[src/rtl/dbl_pkg.sv]
package dbl_pkg;
  typedef enum logic [1:0] {
    ADDR_MODE = 2'd0,
    ADDR_SEL  = 2'd1,
    ADDR_DUTY = 2'd2
  } cfg_addr_e;

  localparam int MODE_EN_BIT = 4;
  localparam int FAST_SEL_LO = 4;
  localparam int SYS_SEL_LO  = 6;
  localparam logic [1:0] SEL_ON = 2'b01;
endpackage

[src/rtl/ref_edge_sync.sv]
module ref_edge_sync #(
  parameter int STAGES = 2
) (
  input  logic clk,
  input  logic rst,
  input  logic ref_i,
  output logic rise_o
);
  logic [STAGES:0] chain;

  always_ff @(posedge clk) begin
    if (rst) chain <= '0;
    else     chain <= {chain[STAGES-1:0], ref_i};
  end

  assign rise_o = chain[STAGES-1] & ~chain[STAGES];
endmodule

[src/rtl/phase_counter.sv]
module phase_counter #(
  parameter int TICKS = 32,
  localparam int PW = $clog2(TICKS)
) (
  input  logic          clk,
  input  logic          rst,
  input  logic          rise_i,
  output logic [PW-1:0] phase_o,
  output logic          run_o
);
  localparam logic [PW-1:0] LAST = PW'(TICKS - 1);

  always_ff @(posedge clk) begin
    if (rst) begin
      phase_o <= LAST;
      run_o   <= 1'b0;
    end else if (rise_i) begin
      phase_o <= '0;
      run_o   <= 1'b1;
    end else if (phase_o != LAST) begin
      phase_o <= phase_o + 1'b1;
    end else begin
      run_o   <= 1'b0;
    end
  end
endmodule

[src/rtl/cfg_bank.sv]
module cfg_bank
  import dbl_pkg::*;
#(
  parameter int DATA_W = 8,
  parameter int DUTY_W = 8
) (
  input  logic              clk,
  input  logic              rst,
  input  logic              we_i,
  input  logic [1:0]        addr_i,
  input  logic [DATA_W-1:0] wdata_i,
  input  logic              rise_i,
  output logic              mode_en_o,
  output logic              fast_sel_o,
  output logic              sys_sel_o,
  output logic [DUTY_W-1:0] duty_act_o
);
  logic [DATA_W-1:0] mode_q;
  logic [DATA_W-1:0] sel_q;
  logic [DUTY_W-1:0] duty_q;

  always_ff @(posedge clk) begin
    if (rst) begin
      mode_q <= '0;
      sel_q  <= '0;
      duty_q <= '0;
    end else if (we_i) begin
      case (cfg_addr_e'(addr_i))
        ADDR_MODE: mode_q <= wdata_i;
        ADDR_SEL:  sel_q  <= wdata_i;
        ADDR_DUTY: duty_q <= wdata_i[DUTY_W-1:0];
        default: ;
      endcase
    end
  end

  always_ff @(posedge clk) begin
    if (rst)         duty_act_o <= '0;
    else if (rise_i) duty_act_o <= duty_q;
  end

  assign mode_en_o  = mode_q[MODE_EN_BIT];
  assign fast_sel_o = (sel_q[FAST_SEL_LO +: 2] == SEL_ON);
  assign sys_sel_o  = (sel_q[SYS_SEL_LO +: 2] == SEL_ON);
endmodule

[src/rtl/duty_gate.sv]
module duty_gate #(
  parameter int TICKS = 32,
  localparam int PW = $clog2(TICKS),
  localparam int CW = PW - 1,
  localparam int DW = 2 * CW
) (
  input  logic [PW-1:0] phase_i,
  input  logic [DW-1:0] duty_i,
  output logic          high_o
);
  logic [CW-1:0] code_a;
  logic [CW-1:0] code_b;
  logic [CW-1:0] offs;

  assign code_a = {duty_i[DW-1], duty_i[DW-3:CW-1]};
  assign code_b = {duty_i[DW-2], duty_i[CW-2:0]};
  assign offs   = phase_i[CW-1:0];
  assign high_o = phase_i[PW-1] ? (offs <= code_b) : (offs <= code_a);
endmodule

[src/rtl/duty_doubler.sv]
module duty_doubler #(
  parameter int TICKS     = 32,
  parameter int SYNC_STGS = 2,
  parameter int DATA_W    = 8,
  localparam int PW = $clog2(TICKS),
  localparam int DW = 2 * (PW - 1)
) (
  input  logic              clk,
  input  logic              rst,
  input  logic              ref_i,
  input  logic              cfg_we_i,
  input  logic [1:0]        cfg_addr_i,
  input  logic [DATA_W-1:0] cfg_wdata_i,
  output logic              fast_clk_o,
  output logic              sys_clk_o
);
  logic          rise;
  logic [PW-1:0] phase;
  logic          run;
  logic          mode_en;
  logic          fast_sel;
  logic          sys_sel;
  logic [DW-1:0] duty_act;
  logic          high;

  ref_edge_sync #(.STAGES(SYNC_STGS)) u_sync (
    .clk(clk), .rst(rst), .ref_i(ref_i), .rise_o(rise)
  );

  phase_counter #(.TICKS(TICKS)) u_phase (
    .clk(clk), .rst(rst), .rise_i(rise), .phase_o(phase), .run_o(run)
  );

  cfg_bank #(.DATA_W(DATA_W), .DUTY_W(DW)) u_cfg (
    .clk(clk), .rst(rst), .we_i(cfg_we_i), .addr_i(cfg_addr_i),
    .wdata_i(cfg_wdata_i), .rise_i(rise), .mode_en_o(mode_en),
    .fast_sel_o(fast_sel), .sys_sel_o(sys_sel), .duty_act_o(duty_act)
  );

  duty_gate #(.TICKS(TICKS)) u_gate (
    .phase_i(phase), .duty_i(duty_act), .high_o(high)
  );

  always_ff @(posedge clk) begin
    if (rst) begin
      fast_clk_o <= 1'b0;
      sys_clk_o  <= 1'b0;
    end else begin
      fast_clk_o <= run & mode_en & fast_sel & high;
      sys_clk_o  <= run & mode_en & sys_sel & high;
    end
  end
endmodule

[config.mk]
export PLATFORM = sky130hd
export DESIGN_NAME = duty_doubler
export DESIGN_NICKNAME = d
export VERILOG_FILES = /design/src/rtl/dbl_pkg.sv /design/src/rtl/ref_edge_sync.sv /design/src/rtl/phase_counter.sv /design/src/rtl/cfg_bank.sv /design/src/rtl/duty_gate.sv /design/src/rtl/duty_doubler.sv
export SDC_FILE = /design/constraint.sdc
export NUM_CORES = 1
export LEC_CHECK = 0
export ABC_AREA = 1
export BUFFER_PORTS_ARGS = -buffer_cell sky130_fd_sc_hd__buf_2
export CAP_MARGIN = 0
export CORE_MARGIN = 5
export CORE_UTILIZATION = 42
export CTS_BUF_LIST = sky130_fd_sc_hd__clkbuf_8 sky130_fd_sc_hd__clkbuf_16
export DETAILED_ROUTE_END_ITERATION = 16
export GPL_ROUTABILITY_DRIVEN = 0
export HOLD_SLACK_MARGIN = 0.12
export SYNTH_ARGS = -nofsm -noshare
export SYNTH_HDL_FRONTEND = slang
export SYNTH_SLANG_ARGS = --single-unit
[constraint.sdc]
create_clock -name clk -period 2 [get_ports clk]
set_clock_uncertainty 0.1 [all_clocks]
set_input_delay 0.2 -clock clk [delete_from_list [all_inputs] [get_ports clk]]
set_output_delay 0.2 -clock clk [all_outputs]
set_load 0.02 [all_outputs]
## After elaboration in Yosys (flattened, before gate mapping)

Index checks and enable logic that the tools add are counted.

| cells by class | value |
|---|---|
| $add $sub $neg | 1 |
| multipliers | 0 |
| divide/modulo/power cells | 0 |
| order comparisons | 2 |
| equality and inequality tests | 6 |
| shift-type cells | 0 |
| muxes and demuxes | 5 |
| bitwise operators | 7 |
| reduce and logical (&&, ||, !) cells | 5 |

Operator list:

| kind | number |
|---|---|
| $mux W5 | 2 |
| $le A4 B4 Y1 | 2 |
| $and A1 B1 Y1 | 6 |
| $eq A2 B1 Y1 const B | 3 |
| $reduce_and A2 Y1 | 3 |
| $add A5 B1 Y5 const B | 1 |
| $ne A5 B5 Y1 const B | 1 |
| $mux W1 | 3 |
| $eq A2 B2 Y1 const B | 1 |
| $logic_not A2 Y1 | 1 |
| $ne A2 B2 Y1 const B | 1 |
| $reduce_bool A2 Y1 | 1 |
| $not A1 Y1 | 1 |

| storage, ports and cells | value |
|---|---|
| flip-flop bits (word level) | 40 |
| bits in latches | 0 |
| bits in writable memories | 0 |
| memory bits (read-only) | 0 |
| input bits | 14 |
| output and inout port bits | 2 |
| logic and storage cells | 35 |
| memories kept | 0 |

## Logic depth before layout (Yosys ltp)

| depth | value |
|---|---|
| depth after elaboration | 3 |
| depth in mapped cells | 10 |
| depth with buffers taken out | 10 |

## Cells and area by module

A second synthesis with hierarchy kept.

| unflattened totals | value |
|---|---|
| cell total of the unflattened synthesis | 214 |
| area total of the unflattened synthesis | 1497.7 um^2 |

Modules (own cells, without submodules):

| module | times used | cells each | area each (um^2) | sequential area each (um^2) |
|---|---|---|---|---|
| cfg_bank | 1 | 114 | 829.5 | 420.4 |
| phase_counter | 1 | 40 | 282.8 | 120.1 |
| duty_gate | 1 | 42 | 234.0 | 0.0 |
| ref_edge_sync | 1 | 10 | 86.3 | 60.1 |
| duty_doubler | 1 | 8 | 65.1 | 40.0 |

## Worst setup path after synthesis

No wires, ideal clock.

| path | value |
|---|---|
| path kind | register -> register |
| from | register u_phase.phase_o[1] |
| to | register u_phase.phase_o[3] |
| library setup time | 118 ps |
| arrival | 1190 ps |
| data required time | 1782 ps |
| slack | 592 ps |
| stages on the path, launching flop included | 9 |
| buffers on the path | 0 |
| period minus slack after synthesis | 1408 ps |
| cells stage by stage | dfxtp_1 -> ha_1 -> nand2_1 -> nor2_1 -> ha_1 -> nor2_1 -> nand3_1 -> nor2_1 -> o21ai_1 |

| on the way | value |
|---|---|
| longest elaborated chain between the ends | 3 |
| elaborated cells on any way between the ends | 5 |
| classes of those cells | add/sub: 1; eq/ne: 1; mux: 2; reduce/logical: 1 |

Ends and longest elaborated chain:

| what | line | RTL |
|---|---|---|
| from (decl) | phase_counter.sv:8 | `output logic [PW-1:0] phase_o,` |
| from (signal assigned) | phase_counter.sv:21 | `phase_o <= phase_o + 1'b1;` |
| $add A5 B1 Y5 | phase_counter.sv:21 |  |
| $mux W5 | phase_counter.sv:20 | `end else if (phase_o != LAST) begin` |
| $mux W5 | phase_counter.sv:17 | `end else if (rise_i) begin` |

Several ways; a longest one is shown, not always the timed one. The select of a mux whose other input is x is not followed.
A chain may end at the register's enable or synchronous reset.

## Worst setup path in the final report

| path | value |
|---|---|
| from | register u_phase.phase_o[1] |
| to | register u_phase.phase_o[2] |

The elaborated chain is that of the path after synthesis.

==> metrics <==
Power per Cell Area=1090 nW/um2; later-pin clock latency in the skew report=0.28 ns; clk slew on worst S/H paths=0.07 ns; Max Slew Vio Count=0; Clock Root Buffer=clkbuf_8; Syn Nets=205; Max Cap Violations=0; Max Root-Sink Buffers=2; Rows=20; I/O Buffers=15; worst slew pin tran=0.364 ns; share of Yosys cell area claimed by the top area cell type=46.3%; Final Critical Period=1.59 ns; Vias=1,158; drt pass-1 iters=4; share of layout cells above drive strength 1=13.2%; CTS tree=yes; DR WL/cell=9.67 um; post_cts resized=0; FF/Latch Area=641 um2; Syn. warnings=0; slowest CP cell=dfxtp_1; dpl hpwl=1.85 mm; period utilization=79.5%; Worst Setup EP=u_phase.phase_o[2]; Congestion Overflow GR=0; largest net degree at the start of global routing=29; Yosys cell types=19; synth top area cells=dfxtp_1 (46%), nor2_1 (10%), ha_1 (9.0%); Avg Cell Area, Syn=7.65 um2; required time of the critical path=2.05 ns; I/O Pins=16; setup slack after layout=0.410 ns; DIE AREA=4550 um2; DRC viols=0; H-tree depth=2; reg2reg end=u_phase.phase_o[2]; Max FO, Critical Path=6; pre-CTS WS=0.427 ns; multi-input combinational cell area=613 um2; Setup TNS=0 ns; first-pass GRT wire length=4.39 mm; CP Data Arrival Time=1.64 ns; Hold Crit Class=in2reg; worst setup path class=reg2reg; final setup vio count=0; Fmax=0.629 GHz; Slew headroom=75.7%; WL final=2.48 mm; most frequent cells in the layout=nor2_1 (37), dfxtp_1 (32), inv_1 (25); final hold viol count=0; Die Width=67.4 um; Tot GR Track Use=12.8%; Worst setup EP type=register; Initial DRC Count=70; Final #Nets=235; sequential area share after synthesis=46.3%; vias in the first global route=1,031; drt via density=4.52; Startpoint Class=register; total power=1.87 mW; Seq cells post-synth=32; Critical Path Max Stage Delay=0.41 ns; Critical Path Start=u_phase.phase_o[1]; Area growth syn-to-layout=23.4%; Chip Height=67.4 um; most common cell after layout, fill and taps aside=nor2_1; synthesized cell area=1390 um2; Gate Count Post-Synth=181; crit-path most repeated cell=ha_1; cells on worst reg2reg path=7; initial antenna violation count=0; Initial Utilization=44.6%; leakage=0.801 nW; status=complete, no violations; worst path cell trace=ha_1 -> nand2_1 -> nor2_1 -> ha_1 -> inv_1 -> a21oi_1 -> o31ai_1; area leader, netlist=dfxtp_1; post-route cell area=1710 um2; ant diodes=0; clk sinks=32; R2R Path Start=u_phase.phase_o[1]; reg2reg setup slack=0.41 ns; Max VDD drop=0.504 mV; RSZ-0062 raised after global routing=false; area post-placement=1490 um2; CTS buffer count=5; fillers=316; DRT antenna net count=0; CORE AREA=3100 um2
-- report_power, final --
group | total, mW | switching [mW] | internal, mW
Clock | 0.588 | 0.224 | 0.364
Sequential | 0.778 | 0.0669 | 0.711
Combinational | 0.504 | 0.284 | 0.219
Total | 1.87 | 0.575 | 1.29
-- metrics by stage --
step / hold WS [ns] / util (%) / cells
final: 0.140 / 55.1 / 256
after floorplan: 0.169 / - / 181
after global routing: 0.173 / 55.1 / 256
after global placement: 0.295 / 48.1 / 237
after detailed placement: 0.312 / 48.1 / 237
after CTS: 0.131 / 55.1 / 256
-- routing by layer --
metal | vias up | global-route usage [%] | part of all wire, %
met2 | 17 | 19.4 | 45
met4 | 0 | 4.56 | 0.85
met1 | 501 | 16.6 | 49
met3 | 4 | 4.99 | 5.0
met5 | - | 0 | 0
li1 | 636 | - | -
-- critical path, delay by kind of cell (launching register included) --
family	cells	cell delay (ns)
AO/OA/AOI/OAI	2	0.24
adder cells (fa/ha/maj)	2	0.40
buffers and inverters	1	0.11
flip-flops	1	0.41
AND/OR/NAND/NOR	2	0.18
-- how the worst min path moves through the flow --
stage / startpoint / endpoint / slack [ns] / depth (start not counted)
final: cfg_we_i / u_cfg.mode_q[4] / 0.14 / 3
after global routing: cfg_we_i / u_cfg.mode_q[4] / 0.17 / 3
after CTS: cfg_we_i / u_cfg.mode_q[4] / 0.13 / 3
after detailed placement: u_sync.chain[0] / u_sync.chain[1] / 0.31 / 2
after global placement: u_sync.chain[0] / u_sync.chain[1] / 0.29 / 2
after floorplan: rst / u_phase.run_o / 0.17 / 1
-- final cells by class --
type	count	share of cell area (%)
clock buffers	5	4.03
clock inverters	3	2.27
inverters	28	6.30
multi-input cells	118	35.9
flip-flops and latches	32	37.5
well taps	44	3.22
repair buffers	26	10.8
-- synthesized netlist by cell type, drive strengths merged --
master,number
a21oi,13
buf,3
dfxtp,32
ha,10
inv,28
nand2,22
nand3,8
nand4,2
nor2,38
o21a,1
o21ai,22
o31ai,2
-- state kept, by name (all words and copies together) (netlist names), 3 cells and up --
name	cells
u_cfg.duty_q	8
u_cfg.duty_act_o	8
u_cfg.sel_q	4
u_sync.chain	3
u_phase.phase_o	5
-- logic make-up after synthesis --
kind of cell | share of synthesized area (%)
compound gates | 14.3
fa+ha+maj | 9.03
buf+inv | 9.49
flops | 46.3
simple gates | 21.0
-- what timing repair did --
item | CTS | global route
buffers inserted | 0 | 0
hold endpoints to repair | 15 | 0
hold buffers | 11 | 0
Power figures use the tool's default switching activity.
